[config.mk]
export PLATFORM = sky130hd
export DESIGN_NAME = vt_deadline_calc
export DESIGN_NICKNAME = d
export VERILOG_FILES = /design/src/rtl/vt_pkg.sv /design/src/rtl/vt_scale.sv /design/src/rtl/vt_bank_file.sv /design/src/rtl/vt_deadline_calc.sv
export SDC_FILE = /design/constraint.sdc
export NUM_CORES = 1
export LEC_CHECK = 0
export BUFFER_PORTS_ARGS = -buffer_cell sky130_fd_sc_hd__buf_2
export CAP_MARGIN = 20
export CORE_MARGIN = 2
export CORE_UTILIZATION = 40
export CTS_CLUSTER_SIZE = 20
export DETAILED_ROUTE_END_ITERATION = 8
export PLACE_DENSITY = 0.59
export SLEW_MARGIN = 15
export SYNTH_ARGS = -nofsm -noshare
export SYNTH_HDL_FRONTEND = slang
export SYNTH_SLANG_ARGS = --single-unit
[constraint.sdc]
create_clock -name clk_i -period 16.6 [get_ports clk_i]
set_clock_uncertainty 0.15 [all_clocks]
set_input_delay 3.32 -clock clk_i [delete_from_list [all_inputs] [get_ports clk_i]]
set_output_delay 3.32 -clock clk_i [all_outputs]
set_load 0.02 [all_outputs]
[src/rtl/vt_pkg.sv]
package vt_pkg;
  typedef enum logic [1:0] {
    CMD_ACT = 2'd0,
    CMD_RD  = 2'd1,
    CMD_WR  = 2'd2,
    CMD_PRE = 2'd3
  } vt_cmd_e;
endpackage

[src/rtl/vt_scale.sv]
module vt_scale #(
  parameter int SVC_W      = 8,
  parameter int RECIP_W    = 16,
  parameter int RECIP_FRAC = 8,
  parameter int VT_W       = 32
) (
  input  logic [SVC_W-1:0]   svc_i,
  input  logic [RECIP_W-1:0] recip_i,
  output logic [VT_W-1:0]    scaled_o
);
  localparam int PROD_W = SVC_W + RECIP_W;
  localparam int INT_W  = PROD_W - RECIP_FRAC;

  logic [PROD_W-1:0] prod;
  logic [INT_W-1:0]  whole;

  always_comb begin
    prod  = PROD_W'(svc_i) * PROD_W'(recip_i);
    whole = prod[PROD_W-1:RECIP_FRAC];
  end

  generate
    if (INT_W >= VT_W) begin : g_trunc
      assign scaled_o = whole[VT_W-1:0];
    end else begin : g_ext
      assign scaled_o = {{(VT_W-INT_W){1'b0}}, whole};
    end
  endgenerate

  // unit share leaves service time unchanged
  always_comb begin
    if (recip_i == RECIP_W'(1 << RECIP_FRAC))
      a_r10_unit_share: assert (scaled_o == VT_W'(svc_i));
  end
endmodule

[src/rtl/vt_bank_file.sv]
module vt_bank_file #(
  parameter int NUM_BANKS = 8,
  parameter int BANK_W    = 3,
  parameter int VT_W      = 32
) (
  input  logic              clk_i,
  input  logic              rst_ni,
  input  logic [BANK_W-1:0] rd_sel_i,
  output logic [VT_W-1:0]   rd_vt_o,
  input  logic              wr_en_i,
  input  logic [BANK_W-1:0] wr_sel_i,
  input  logic [VT_W-1:0]   wr_vt_i
);
  logic [VT_W-1:0] vt_q [NUM_BANKS];

  for (genvar b = 0; b < NUM_BANKS; b++) begin : g_bank
    always_ff @(posedge clk_i or negedge rst_ni) begin
      if (!rst_ni)
        vt_q[b] <= '0;
      else if (wr_en_i && wr_sel_i == BANK_W'(b))
        vt_q[b] <= wr_vt_i;
    end

    a_r6_other_bank_holds: assert property (@(posedge clk_i) disable iff (!rst_ni)
      !(wr_en_i && wr_sel_i == BANK_W'(b)) |=> $stable(vt_q[b]));
  end

  assign rd_vt_o = vt_q[rd_sel_i];
endmodule

[src/rtl/vt_deadline_calc.sv]
module vt_deadline_calc
  import vt_pkg::*;
#(
  parameter int NUM_BANKS  = 8,
  parameter int BANK_W     = (NUM_BANKS > 1) ? $clog2(NUM_BANKS) : 1,
  parameter int VT_W       = 32,
  parameter int RECIP_W    = 16,
  parameter int RECIP_FRAC = 8,
  parameter int SVC_W      = 8,
  parameter int T_ACT      = 5,
  parameter int T_RD       = 5,
  parameter int T_WR       = 4,
  parameter int T_PRE      = 13,
  parameter int T_BURST    = 4
) (
  input  logic              clk_i,
  input  logic              rst_ni,
  input  logic              req_valid_i,
  input  logic [1:0]        req_cmd_i,
  input  logic [BANK_W-1:0] req_bank_i,
  input  logic [VT_W-1:0]   req_arrival_i,
  input  logic [RECIP_W-1:0] recip_i,
  output logic              resp_valid_o,
  output logic [VT_W-1:0]   resp_bank_start_o,
  output logic [VT_W-1:0]   resp_bank_finish_o,
  output logic [VT_W-1:0]   resp_chan_start_o,
  output logic [VT_W-1:0]   resp_deadline_o
);
  vt_cmd_e          cmd;
  logic [VT_W-1:0]  bank_prev, bank_start, bank_finish, bank_scaled;
  logic [VT_W-1:0]  chan_q, chan_start, chan_finish, chan_scaled;
  logic [SVC_W-1:0] bank_svc, chan_svc;

  assign cmd = vt_cmd_e'(req_cmd_i);

  // service table
  always_comb begin
    unique case (cmd)
      CMD_ACT: begin bank_svc = SVC_W'(T_ACT); chan_svc = '0;               end
      CMD_RD:  begin bank_svc = SVC_W'(T_RD);  chan_svc = SVC_W'(T_BURST);  end
      CMD_WR:  begin bank_svc = SVC_W'(T_WR);  chan_svc = SVC_W'(T_BURST);  end
      default: begin bank_svc = SVC_W'(T_PRE); chan_svc = '0;               end
    endcase
  end

  vt_bank_file #(.NUM_BANKS(NUM_BANKS), .BANK_W(BANK_W), .VT_W(VT_W)) u_banks (
    .clk_i    (clk_i),
    .rst_ni   (rst_ni),
    .rd_sel_i (req_bank_i),
    .rd_vt_o  (bank_prev),
    .wr_en_i  (req_valid_i),
    .wr_sel_i (req_bank_i),
    .wr_vt_i  (bank_finish)
  );

  vt_scale #(.SVC_W(SVC_W), .RECIP_W(RECIP_W), .RECIP_FRAC(RECIP_FRAC), .VT_W(VT_W)) u_bank_scale (
    .svc_i    (bank_svc),
    .recip_i  (recip_i),
    .scaled_o (bank_scaled)
  );

  vt_scale #(.SVC_W(SVC_W), .RECIP_W(RECIP_W), .RECIP_FRAC(RECIP_FRAC), .VT_W(VT_W)) u_chan_scale (
    .svc_i    (chan_svc),
    .recip_i  (recip_i),
    .scaled_o (chan_scaled)
  );

  always_comb begin
    bank_start  = (req_arrival_i > bank_prev) ? req_arrival_i : bank_prev;
    bank_finish = bank_start + bank_scaled;
    chan_start  = (bank_finish > chan_q) ? bank_finish : chan_q;
    chan_finish = chan_start + chan_scaled;
  end

  always_ff @(posedge clk_i or negedge rst_ni) begin
    if (!rst_ni) begin
      chan_q             <= '0;
      resp_valid_o       <= 1'b0;
      resp_bank_start_o  <= '0;
      resp_bank_finish_o <= '0;
      resp_chan_start_o  <= '0;
      resp_deadline_o    <= '0;
    end else begin
      resp_valid_o <= req_valid_i;
      if (req_valid_i) begin
        chan_q             <= chan_finish;
        resp_bank_start_o  <= bank_start;
        resp_bank_finish_o <= bank_finish;
        resp_chan_start_o  <= chan_start;
        resp_deadline_o    <= chan_finish;
      end
    end
  end

  a_r5_resp_after_accept: assert property (@(posedge clk_i) disable iff (!rst_ni)
    req_valid_i |=> resp_valid_o);

  a_r7_idle_no_resp: assert property (@(posedge clk_i) disable iff (!rst_ni)
    !req_valid_i |=> (!resp_valid_o && $stable(chan_q)));

  a_r2_start_covers_arrival: assert property (@(posedge clk_i) disable iff (!rst_ni)
    req_valid_i |=> resp_bank_start_o >= $past(req_arrival_i));

  a_r3_finish_after_start: assert property (@(posedge clk_i) disable iff (!rst_ni)
    resp_valid_o |-> resp_bank_finish_o >= resp_bank_start_o);

  a_r4_chan_after_bank: assert property (@(posedge clk_i) disable iff (!rst_ni)
    resp_valid_o |-> (resp_chan_start_o >= resp_bank_finish_o &&
                      resp_deadline_o >= resp_chan_start_o));

  a_r8_chan_monotone: assert property (@(posedge clk_i) disable iff (!rst_ni)
    req_valid_i |=> chan_q >= $past(chan_q));
endmodule

-- Word level (Yosys, flattened, before mapping)
Cells that the tools add are included.
- register bits after elaboration: 385
- bits of input ports: 56
- output and inout bits: 129
- $add $sub $neg: 2
- multiply operators: 2
- order comparisons: 3
- equality and inequality tests: 9
- mux-type cells: 7
- bitwise gates (word level): 1
- reduce and logical (&&, ||, !) cells: 12
- operators by type and width (cell ; number):
    $mux 32 ; 4
    $bmux 32 s3 ; 1
    $add 32x16->32 ; 2
    $gt 32x32->1 ; 2
    $mul 4x16->20 ; 1
    $mul 3x16->19 ; 1
    $eq 3x3->1 const B ; 4
    $logic_and 1x1->1 ; 8
    $pmux 4 s2 ; 1
    $eq 3x2->1 const B ; 2
    $ge 4x4->1 const B ; 1
    $not 3->4 ; 1
    $reduce_or 2->1 ; 2
    $eq 3x1->1 const B ; 1
    $logic_not 3->1 ; 1
    $mux 3 ; 1
    $eq 2x1->1 const B ; 1
    $eq 2x2->1 const B ; 1
    $logic_not 2->1 ; 1

-- Logic depth before layout (Yosys ltp)
Gate-level depths: netlist (run 1).
- word-level depth: 10
- mapped depth: 62
- mapped depth without buffers: 55

-- Cells and area by module
A second synthesis (run 1) with hierarchy kept.
- cells, all modules: 2785
- area total of the unflattened synthesis: 30115.1 um^2
- by module, submodules not included (module ; times used ; cells an instance ; area each (um^2) ; sequential area each (um^2)):
    vt_bank_file ; 1 ; 665 ; 11639.9 ; 6406.1
    vt_deadline_calc ; 1 ; 1189 ; 10446.3 ; 3228.1
    vt_scale at u_bank_scale ; 1 ; 472 ; 4020.1 ; 0.0
    vt_scale at u_chan_scale ; 1 ; 459 ; 4008.8 ; 0.0

-- Worst setup path after synthesis (run 1)
No wires, ideal clock.
- path kind: input to register
- start: in req_bank_i[0]
- end: reg chan_q[20]
- arrival: 15958 ps
- data required time: 16373 ps
- setup slack: 415 ps
- stages: 54
- path buffers: 14
- cells stage by stage: buf_2 -> buf_2 -> buf_2 -> buf_1 -> clkbuf_1 -> mux4_2 -> mux2i_1 -> ha_1 -> nand2_1 -> or4_4 -> nor3_2 -> a31o_4 -> buf_2 -> clkbuf_1 -> clkbuf_1 -> a21oi_1 -> ha_1 -> o21ai_1 -> [... 18 more ...] -> nand2_1 -> o21ai_0 -> ha_1 -> inv_1 -> fa_1 -> nor2b_1 -> o21ai_0 -> a21oi_1 -> o21ai_0 -> a21oi_1 -> o21ai_0 -> nand2b_1 -> a31oi_1 -> nor4_1 -> and3_1 -> mux2i_1 -> a21oi_1 -> a21oi_1
- cells in the longest elaborated chain, start to end: 10
- ends and longest elaborated chain (item ; line ; RTL):
    start, declared ; vt_deadline_calc.sv:20 ; input logic [BANK_W-1:0] req_bank_i,
    $not 3->4 (implied by the code) * ; vt_bank_file.sv:28 ; assign rd_vt_o = vt_q[rd_sel_i];
    $bmux 32 s3 * ; vt_bank_file.sv:28 ;
    $mux 32 (implied by the code) * (2 in a row) ; vt_bank_file.sv:28 ;
    $gt 32x32->1 ; vt_deadline_calc.sv:69 ; bank_start = (req_arrival_i > bank_prev) ? req_arrival_i : bank_prev;
    $mux 32 * ; vt_deadline_calc.sv:69 ;
    net bank_start[2] ; vt_deadline_calc.sv:30 ; logic [VT_W-1:0] bank_prev, bank_start, bank_finish, bank_scaled;
    $add 32x16->32 * ; vt_deadline_calc.sv:70 ; bank_finish = bank_start + bank_scaled;
    net bank_finish[25] ; vt_deadline_calc.sv:30 ;
    $gt 32x32->1 * ; vt_deadline_calc.sv:71 ; chan_start = (bank_finish > chan_q) ? bank_finish : chan_q;
    $mux 32 * ; vt_deadline_calc.sv:71 ;
    net chan_start[0] ; vt_deadline_calc.sv:31 ; logic [VT_W-1:0] chan_q, chan_start, chan_finish, chan_scaled;
    $add 32x16->32 * ; vt_deadline_calc.sv:72 ; chan_finish = chan_start + chan_scaled;
    end signal, assigned ; vt_deadline_calc.sv:86 ; chan_q <= chan_finish;
    end, declared ; vt_deadline_calc.sv:31 ;
The timed path passes the listed nets; every way through them passes the cells marked *. The select of a mux whose other input is x is not followed.
A chain may end at the register's enable or synchronous reset.

-- Worst setup path after layout (run 1)
- start: in req_cmd_i[0]
- end: reg chan_q[20]
- cells in the longest elaborated chain, start to end: 8
- ends and longest elaborated chain (item ; line ; RTL):
    start, declared ; vt_deadline_calc.sv:19 ; input logic [1:0] req_cmd_i,
    $eq 2x1->1 / $logic_not 2->1 (equally long branches) ; vt_deadline_calc.sv:38 ; unique case (cmd)
    $reduce_or 2->1 (no line) ; - ;
    $pmux 4 s2 * ; vt_deadline_calc.sv:38 ;
    $mul 4x16->20 * ; vt_scale.sv:18 ; prod = PROD_W'(svc_i) * PROD_W'(recip_i);
    $add 32x16->32 * ; vt_deadline_calc.sv:70 ;
    net bank_finish[29] ; vt_deadline_calc.sv:30 ;
    $gt 32x32->1 * ; vt_deadline_calc.sv:71 ;
    $mux 32 * ; vt_deadline_calc.sv:71 ;
    net chan_start[0] ; vt_deadline_calc.sv:31 ;
    $add 32x16->32 * ; vt_deadline_calc.sv:72 ;
The timed path passes the listed nets; every way through them passes the cells marked *.

==> flow_results.xml, run 1 <==
<?xml version="1.0" encoding="UTF-8"?>
<metrics>
  <group name="clock_network">
    <metric name="ctsRootBufferMaster" unit="">sky130_fd_sc_hd__clkbuf_16</metric>
    <metric name="clk_transition_reported_paths" unit="ps">60</metric>
    <metric name="cts_post_setup_buffers_inserted" unit="">0</metric>
    <metric name="post_cts_resize_count" unit="">0</metric>
    <metric name="cts_hold_repair.buffers" unit="">0</metric>
    <metric name="cts_inserted_buffers" unit="">42</metric>
    <metric name="tritoncts" unit="">built</metric>
    <metric name="clock_insertion_delay_at_the_later_pin_of_the_skew_report" unit="ps">590</metric>
    <metric name="clock_sink_count" unit="">385</metric>
    <metric name="htree_num_levels" unit="">2</metric>
    <metric name="max_root_sink_buffers" unit="">3</metric>
  </group>
  <group name="die">
    <metric name="chipHeight" unit="um">237</metric>
    <metric name="dieWidth" unit="um">237</metric>
    <metric name="row_count" unit="">85</metric>
    <metric name="initial_utilization" unit="%">40.4</metric>
    <metric name="placeableCoreArea" unit="mm2">0.0537</metric>
    <metric name="die_area" unit="mm2">0.0561</metric>
    <metric name="pin_count" unit="">185</metric>
  </group>
  <group name="global_route">
    <metric name="grt.busiest_layer" unit="">met2</metric>
    <metric name="grt_first_pass_wirelength" unit="um">95800</metric>
    <metric name="met1_usage" unit="%">29.8</metric>
    <metric name="grt.met2_usage" unit="%">35.2</metric>
    <metric name="grt_pass1_vias" unit="">16900</metric>
    <metric name="antenna_found_initial" unit="">4</metric>
    <metric name="grtUsageMet3" unit="%">3.19</metric>
    <metric name="grt_remaining_overflow" unit="">0</metric>
    <metric name="gr-usage-all-layers" unit="%">21.6</metric>
    <metric name="grt_start_max_net_pins" unit="">125</metric>
  </group>
  <group name="detailed_routing">
    <metric name="vias_per_cell" unit="">5.42</metric>
    <metric name="detail_route.iter0.violations" unit="">1103</metric>
    <metric name="postRouteAntennaNets" unit="">0</metric>
    <metric name="totalWireLength" unit="um">59900</metric>
    <metric name="num_vias" unit="">16900</metric>
    <metric name="drc" unit="">0</metric>
    <metric name="wl_per_cell" unit="um">19.2</metric>
    <metric name="firstDrtPassIters" unit="">5</metric>
  </group>
  <group name="run_status">
    <metric name="outcome" unit="">finished clean</metric>
  </group>
  <group name="yosys">
    <metric name="synth.yosys.warnings" unit="">0</metric>
    <metric name="number_of_synthesized_flops_with_an_enable_pin" unit="">0</metric>
    <metric name="postSynth.asyncResetShare" unit="%">100</metric>
    <metric name="synthesized_net_count" unit="">2438</metric>
    <metric name="post_synth_inst_count" unit="">2246</metric>
    <metric name="ys_seq_elements" unit="">385</metric>
    <metric name="yosysSeqAreaShare" unit="%">44.4</metric>
    <metric name="synthesis.area_per_instance" unit="um2">9.66</metric>
    <metric name="mappedNetlistArea" unit="mm2">0.0217</metric>
    <metric name="synth_top_flop_cell" unit="">sky130_fd_sc_hd__dfrtp_1</metric>
    <metric name="synth_cell_types" unit="">76</metric>
  </group>
  <group name="worst_setup_path">
    <metric name="cp_slowest_stage_delay" unit="ps">710</metric>
    <metric name="crit_slowest_cell" unit="">sky130_fd_sc_hd__xor2_1</metric>
    <metric name="worstSetupEndpointType" unit="">flip-flop</metric>
    <metric name="setup.worst_path.class" unit="">in -&gt; reg</metric>
    <metric name="cp_launch_type" unit="">input pin</metric>
    <metric name="reg2reg_slack" unit="ps">4680</metric>
    <metric name="cp_arrival" unit="ps">15660</metric>
    <metric name="worst_ep_required_time" unit="ps">16960</metric>
    <metric name="critical_path.max_fanout" unit="">21</metric>
  </group>
  <group name="sta">
    <metric name="max_freq" unit="GHz">0.0654</metric>
    <metric name="rsz0062_at_grt" unit="">false</metric>
    <metric name="totalNegativeSetupSlack" unit="ps">0</metric>
    <metric name="fin_ws" unit="ps">1310</metric>
    <metric name="timing.max_slew.rel_slack" unit="%">32.1</metric>
    <metric name="slew_viol_final" unit="">0</metric>
    <metric name="timing.final.crit_period" unit="ps">15290</metric>
    <metric name="timing_worst_slew_pin_value" unit="ps">1020</metric>
    <metric name="timing_hold_violations_final" unit="">0</metric>
    <metric name="timing.final.setup_violations" unit="">0</metric>
    <metric name="final.period_utilization" unit="%">92.1</metric>
  </group>
  <group name="power">
    <metric name="power_per_unit_of_standard_cell_area" unit="mW/mm2">237</metric>
    <metric name="worst_ir_drop_on_vdd" unit="uV">185</metric>
    <metric name="power.leakage" unit="nW">11.7</metric>
  </group>
  <group name="finish">
    <metric name="leading_cell_types_in_the_layout_fill_and_taps_excluded" unit="">sky130_fd_sc_hd__dfrtp_1, sky130_fd_sc_hd__nand2_1, sky130_fd_sc_hd__o21ai_0, sky130_fd_sc_hd__buf_2, sky130_fd_sc_hd__inv_1</metric>
    <metric name="layout_commonest_cell" unit="">sky130_fd_sc_hd__dfrtp_1</metric>
    <metric name="area_growth_syn_to_layout" unit="%">14.7</metric>
    <metric name="design.final.nets" unit="">2572</metric>
    <metric name="layout_cells_sized_above_1" unit="%">18.7</metric>
  </group>
  <group name="placed_design">
    <metric name="detailedPlacementHpwl" unit="um">42400</metric>
    <metric name="portBuffers" unit="">184</metric>
    <metric name="placement.setup.worst_slack" unit="ps">824</metric>
    <metric name="gp_congestion" unit="">0.893</metric>
  </group>
  <group name="hold_path">
    <metric name="hold_path_class" unit="">reg -&gt; reg</metric>
  </group>
  <group name="run">
    <metric name="maxCapViolCount" unit="">0</metric>
  </group>
</metrics>
flip-flops by register name, indices dropped and copies added (netlist names):
name	count
chan_q	32
resp_bank_finish_o	32
resp_chan_start_o	32
resp_valid_o	1
u_banks.vt_q	256
resp_bank_start_o	32
cell usage after synthesis, drive strengths merged (5+ instances only):
| master | number | area share (%) |
|---|---|---|
| a211oi | 12 | 0.42 |
| a21o | 16 | 0.55 |
| a21oi | 114 | 2.6 |
| a31oi | 6 | 0.20 |
| and2 | 22 | 0.63 |
| and3 | 8 | 0.23 |
| buf | 24 | 0.59 |
| clkbuf | 123 | 2.1 |
| dfrtp | 385 | 44 |
| fa | 14 | 1.3 |
| ha | 122 | 7.0 |
| inv | 134 | 2.3 |
| mux2 | 45 | 2.3 |
| mux2i | 56 | 2.7 |
| mux4 | 64 | 6.6 |
| nand2 | 369 | 6.4 |
| nand2b | 15 | 0.43 |
| nand3 | 36 | 0.83 |
| nand3b | 6 | 0.27 |
| nand4 | 20 | 0.61 |
| nor2 | 92 | 1.6 |
| nor2b | 24 | 0.69 |
| nor3 | 23 | 0.65 |
| nor4 | 5 | 0.14 |
| o2111ai | 6 | 0.24 |
| o211ai | 18 | 0.62 |
| o21a | 8 | 0.28 |
| o21ai | 359 | 8.3 |
| o22ai | 6 | 0.17 |
| o31ai | 5 | 0.17 |
| or3 | 6 | 0.17 |
| xnor2 | 39 | 1.6 |
| xor2 | 22 | 0.89 |
worst max-delay path, delay by kind of cell:
family                     cells  cell delay (ps)
adders and majority gates      8             2690
and+or+nand+nor               15             4000
xor gates and xnor gates       2              800
AOI/OAI and AO/OA             22             4120
buffers and inverters          5              360
muxes                          2              340
where the power goes:
part,internal [mW],switching [mW],total [mW]
logic,1.19,2.07,3.26
clock network,0.576,0.402,0.979
registers,1.40,0.270,1.67
per-layer routing:
layer	vias to the layer above	wire [um]	part of all wire (%)
li1	8091	-	-
met1	8268	27400	46
met2	404	27800	46
met3	105	3030	5.1
met4	4	1690	2.8
met5	-	16	0.027
logic make-up (layout without fill, tap and decap cells):
family | Yosys count | in the layout | synth area share (%)
fa+ha+maj | 136 | 136 | 8.33
buf+inv | 282 | 450 | 5.05
flops | 385 | 385 | 44.4
other cells | 0 | 4 | 0
simple gates | 640 | 640 | 13.3
mux | 165 | 165 | 11.7
compound gates | 577 | 577 | 14.8
xor+xnor | 61 | 61 | 2.46
per-stage QoR:
step / hold WS, ps / util, % / area, um2 / total power, mW / std cells
floorplan: 295 / - / 21700 / 3.80 / 2246
global placement: 306 / 43.5 / 23400 / 4.82 / 3030
detailed placement: 315 / 43.5 / 23400 / 4.92 / 3030
CTS: 328 / 46.2 / 24800 / 5.92 / 3108
global route: 351 / 46.3 / 24900 / 6.38 / 3110
finish: 323 / 46.4 / 24900 / 5.91 / 3114
layout make-up:
cell class,instances,area [um2]
fill,5022,28800
multi-input combinational,1579,11000
sequential,385,9630
timing repair buffer,237,1410
clock buffer,61,1250
tap,696,871
inverter,135,507
clock inverter,17,208
antenna,4,10.0
worst paths after layout:
| check | cells after the start | endpoint | start |
|---|---|---|---|
| worst max-delay path | 54 | chan_q[20] | req_cmd_i[0] |
| worst min-delay path | 2 | u_banks.vt_q[166] | u_banks.vt_q[166] |
| worst max register to register | 44 | chan_q[20] | u_banks.vt_q[23] |
| worst min register to register | 2 | u_banks.vt_q[166] | u_banks.vt_q[166] |
| max in group asynchronous | 4 | u_banks.vt_q[59] | rst_ni |
| min in group asynchronous | 1 | resp_chan_start_o[27] | rst_ni |
(Power assumes the default switching activity.)
==> inputs of run 2 (changes only) <==
==> constraint.sdc (replaced) <==
create_clock -name clk_i -period 14.1 [get_ports clk_i]
set_clock_uncertainty 0.15 [all_clocks]
set_input_delay 2.82 -clock clk_i [delete_from_list [all_inputs] [get_ports clk_i]]
set_output_delay 2.82 -clock clk_i [all_outputs]
set_load 0.02 [all_outputs]
==> run 2 against run 1 <==
Against the previous run: sequential power up 17%; combinational power is 21% higher; utilization grew 0.42 points; final cell count grew 0.77%; non-clock buffer count grew 29; first-iteration DRC count shrank 6.3%; critical path depth decreased by 11; via count increased by 1.0%; die area stayed put; flip-flop and latch count did not move; clock-buffer cell count shrank 1; design area rose by 0.90%.
==> flow_results.xml, run 2 (synthesized netlist as in run 1, its figures left out) <==
<?xml version="1.0" encoding="UTF-8"?>
<metrics>
  <group name="run">
    <metric name="maxCapViolCount" unit="">0</metric>
  </group>
  <group name="placed_design">
    <metric name="placement.setup.worst_slack" unit="ps">16.3</metric>
    <metric name="portBuffers" unit="">184</metric>
    <metric name="gp_congestion" unit="">0.891</metric>
    <metric name="detailedPlacementHpwl" unit="um">42400</metric>
    <metric name="placedInstanceArea" unit="mm2">0.0236</metric>
  </group>
  <group name="finish">
    <metric name="largest-register" unit="">u_banks.vt_q</metric>
    <metric name="layout_commonest_cell" unit="">sky130_fd_sc_hd__dfrtp_1</metric>
    <metric name="leading_cell_types_in_the_layout_fill_and_taps_excluded" unit="">sky130_fd_sc_hd__dfrtp_1, sky130_fd_sc_hd__nand2_1, sky130_fd_sc_hd__o21ai_0, sky130_fd_sc_hd__buf_2, sky130_fd_sc_hd__inv_1</metric>
    <metric name="post-route-cell-area" unit="mm2">0.0251</metric>
    <metric name="largest_register_ffs" unit="">256</metric>
    <metric name="area_growth_syn_to_layout" unit="%">15.8</metric>
    <metric name="design.final.nets" unit="">2600</metric>
    <metric name="layout_cells_sized_above_1" unit="%">19.7</metric>
  </group>
  <group name="worst_setup_path">
    <metric name="critPathLaunch" unit="">req_bank_i[0]</metric>
    <metric name="crit_slowest_cell" unit="">sky130_fd_sc_hd__a2111oi_1</metric>
    <metric name="cpMostUsedCell" unit="">sky130_fd_sc_hd__ha_1</metric>
    <metric name="cp_arrival" unit="ps">13520</metric>
    <metric name="cp_slowest_stage_delay" unit="ps">660</metric>
    <metric name="worst_ep_required_time" unit="ps">14390</metric>
    <metric name="reg2reg_slack" unit="ps">3390</metric>
    <metric name="crit_cells" unit="">43</metric>
    <metric name="worstSetupEndpointType" unit="">flip-flop</metric>
    <metric name="worst_r2r_endpoint" unit="">chan_q[28]</metric>
    <metric name="worst_path_dominant_cell_family" unit="">simple AND/OR/NAND/NOR gates</metric>
    <metric name="critical_path.max_fanout" unit="">30</metric>
    <metric name="cp.buffers_inverters" unit="">4</metric>
    <metric name="worst_r2r_path_depth" unit="">42</metric>
    <metric name="cp_launch_type" unit="">input pin</metric>
    <metric name="critPathCapture" unit="">chan_q[28]</metric>
    <metric name="setup.worst_path.class" unit="">in -&gt; reg</metric>
    <metric name="worstReg2RegStart" unit="">u_banks.vt_q[31]</metric>
  </group>
  <group name="die">
    <metric name="initial_utilization" unit="%">40.4</metric>
    <metric name="die_area" unit="mm2">0.0561</metric>
    <metric name="row_count" unit="">85</metric>
    <metric name="pin_count" unit="">185</metric>
    <metric name="placeableCoreArea" unit="mm2">0.0537</metric>
    <metric name="dieWidth" unit="um">237</metric>
    <metric name="chipHeight" unit="um">237</metric>
  </group>
  <group name="global_route">
    <metric name="grt.busiest_layer" unit="">met2</metric>
    <metric name="met1_usage" unit="%">29.6</metric>
    <metric name="antenna_found_initial" unit="">3</metric>
    <metric name="gr-usage-all-layers" unit="%">21.6</metric>
    <metric name="grt_pass1_vias" unit="">17000</metric>
    <metric name="grt_start_max_net_pins" unit="">87</metric>
    <metric name="grt_first_pass_wirelength" unit="um">95600</metric>
    <metric name="grt.met2_usage" unit="%">35.6</metric>
    <metric name="grt_remaining_overflow" unit="">0</metric>
    <metric name="grtUsageMet3" unit="%">3.08</metric>
  </group>
  <group name="sta">
    <metric name="timing.final.crit_period" unit="ps">13230</metric>
    <metric name="timing_hold_violations_final" unit="">0</metric>
    <metric name="timing.max_slew.rel_slack" unit="%">38.7</metric>
    <metric name="final.period_utilization" unit="%">93.8</metric>
    <metric name="slew_viol_final" unit="">0</metric>
    <metric name="max_freq" unit="GHz">0.0756</metric>
    <metric name="fin_ws" unit="ps">869</metric>
    <metric name="final.hold.worst_slack" unit="ps">325</metric>
    <metric name="totalNegativeSetupSlack" unit="ps">0</metric>
    <metric name="timing_worst_slew_pin_value" unit="ps">920</metric>
    <metric name="timing.final.setup_violations" unit="">0</metric>
  </group>
  <group name="detailed_routing">
    <metric name="num_vias" unit="">17000</metric>
    <metric name="vias_per_cell" unit="">5.43</metric>
    <metric name="totalWireLength" unit="um">59800</metric>
    <metric name="wl_per_cell" unit="um">19.0</metric>
    <metric name="drc" unit="">0</metric>
    <metric name="detail_route.iter0.violations" unit="">1034</metric>
    <metric name="firstDrtPassIters" unit="">5</metric>
    <metric name="postRouteAntennaNets" unit="">0</metric>
  </group>
  <group name="power">
    <metric name="share_clk_of_total_power" unit="%">15.8</metric>
    <metric name="intPower" unit="mW">3.74</metric>
    <metric name="power_switching" unit="mW">3.26</metric>
    <metric name="worst_ir_drop_on_vdd" unit="uV">157</metric>
    <metric name="seqPwrFrac" unit="%">28.0</metric>
    <metric name="power.combinational.fraction" unit="%">56.2</metric>
    <metric name="power" unit="mW">6.99</metric>
    <metric name="power_per_unit_of_standard_cell_area" unit="mW/mm2">278</metric>
    <metric name="p_sw_share" unit="%">46.6</metric>
    <metric name="power.leakage" unit="nW">11.8</metric>
  </group>
  <group name="hold_path">
    <metric name="hold_path_class" unit="">reg -&gt; reg</metric>
  </group>
  <group name="run_status">
    <metric name="outcome" unit="">finished clean</metric>
  </group>
  <group name="clock_network">
    <metric name="clock_sink_count" unit="">385</metric>
    <metric name="max_root_sink_buffers" unit="">3</metric>
    <metric name="clk_transition_reported_paths" unit="ps">60</metric>
    <metric name="tritoncts" unit="">built</metric>
    <metric name="htree_num_levels" unit="">2</metric>
    <metric name="cts_inserted_buffers" unit="">41</metric>
    <metric name="ctsRootBufferMaster" unit="">sky130_fd_sc_hd__clkbuf_16</metric>
    <metric name="clock_insertion_delay_at_the_later_pin_of_the_skew_report" unit="ps">590</metric>
  </group>
</metrics>
-- run 2: cell count changes in the layout (fill, tap and decap cells not counted), moves of 2 or more --
cell and change:
sky130_fd_sc_hd__o21ai_1 +4, sky130_fd_sc_hd__clkbuf_8 -3, sky130_fd_sc_hd__clkinv_2 -5, sky130_fd_sc_hd__inv_6 -2, sky130_fd_sc_hd__buf_12 +2, sky130_fd_sc_hd__clkinvlp_4 +2
sky130_fd_sc_hd__a31oi_2 +2, sky130_fd_sc_hd__buf_4 +27, sky130_fd_sc_hd__a31oi_1 -3, sky130_fd_sc_hd__nor4_1 -2, sky130_fd_sc_hd__o21ai_0 -4, sky130_fd_sc_hd__clkbuf_1 +3
-- run 2: stage by stage --
step	utilization, %	std cells
floorplan	-	2246
global placement	44.0	3056
detailed placement	44.0	3056
CTS	46.5	3129
global route	46.8	3136
finish	46.8	3138
-- run 2: power groups by stage --
stage               logic [mW]  clock network (mW)  registers (mW)
CTS                       3.92                1.13            1.96
finish                    3.93                1.10            1.96
floorplan                 2.41                   0            2.11
global route              4.37                1.17            2.03
detailed placement        3.90                   0            1.97
global placement          3.80                   0            1.94
-- run 2: how the worst min path moves through the flow --
stage	cells past startpoint	to	slack (ps)	start
after global placement	2	u_banks.vt_q[132]	310	u_banks.vt_q[132]
after detailed placement	2	u_banks.vt_q[15]	320	u_banks.vt_q[15]
final	2	u_banks.vt_q[115]	330	u_banks.vt_q[115]
after CTS	2	u_banks.vt_q[15]	330	u_banks.vt_q[15]
after global routing	2	u_banks.vt_q[113]	350	u_banks.vt_q[113]
after floorplan	2	u_banks.vt_q[108]	290	u_banks.vt_q[108]
-- run 2: worst reg2reg max path: cells and delay by family (launching register included) --
family | cells | cell delay (ps)
and+or+nand+nor | 15 | 3340
AOI/OAI and AO/OA | 13 | 3280
adders and majority gates | 5 | 1480
muxes | 4 | 1270
DFF | 1 | 380
xor gates and xnor gates | 2 | 360
buffers and inverters | 3 | 300
-- run 2: layout make-up --
cell class | instances | area, um2
Fill cell | 4989 | 28600
Multi-Input combinational cell | 1579 | 11100
Sequential cell | 385 | 9630
Timing Repair Buffer | 266 | 1650
Clock buffer | 60 | 1200
Tap cell | 696 | 871
Inverter | 135 | 507
Clock inverter | 13 | 175
Antenna cell | 4 | 10.0
-- run 2: what timing repair did --
action,4_1_cts,5_1_grt
endpoints found under the setup margin,0,20
setup buffers,0,3
resized for setup,0,11
hold buffers,0,0
-- run 2: per-layer routing --
layer | vias up | part of all wire, %
met3 | 90 | 4.8
li1 | 8143 | -
met5 | - | 0
met4 | 0 | 2.5
met2 | 376 | 47
met1 | 8438 | 46
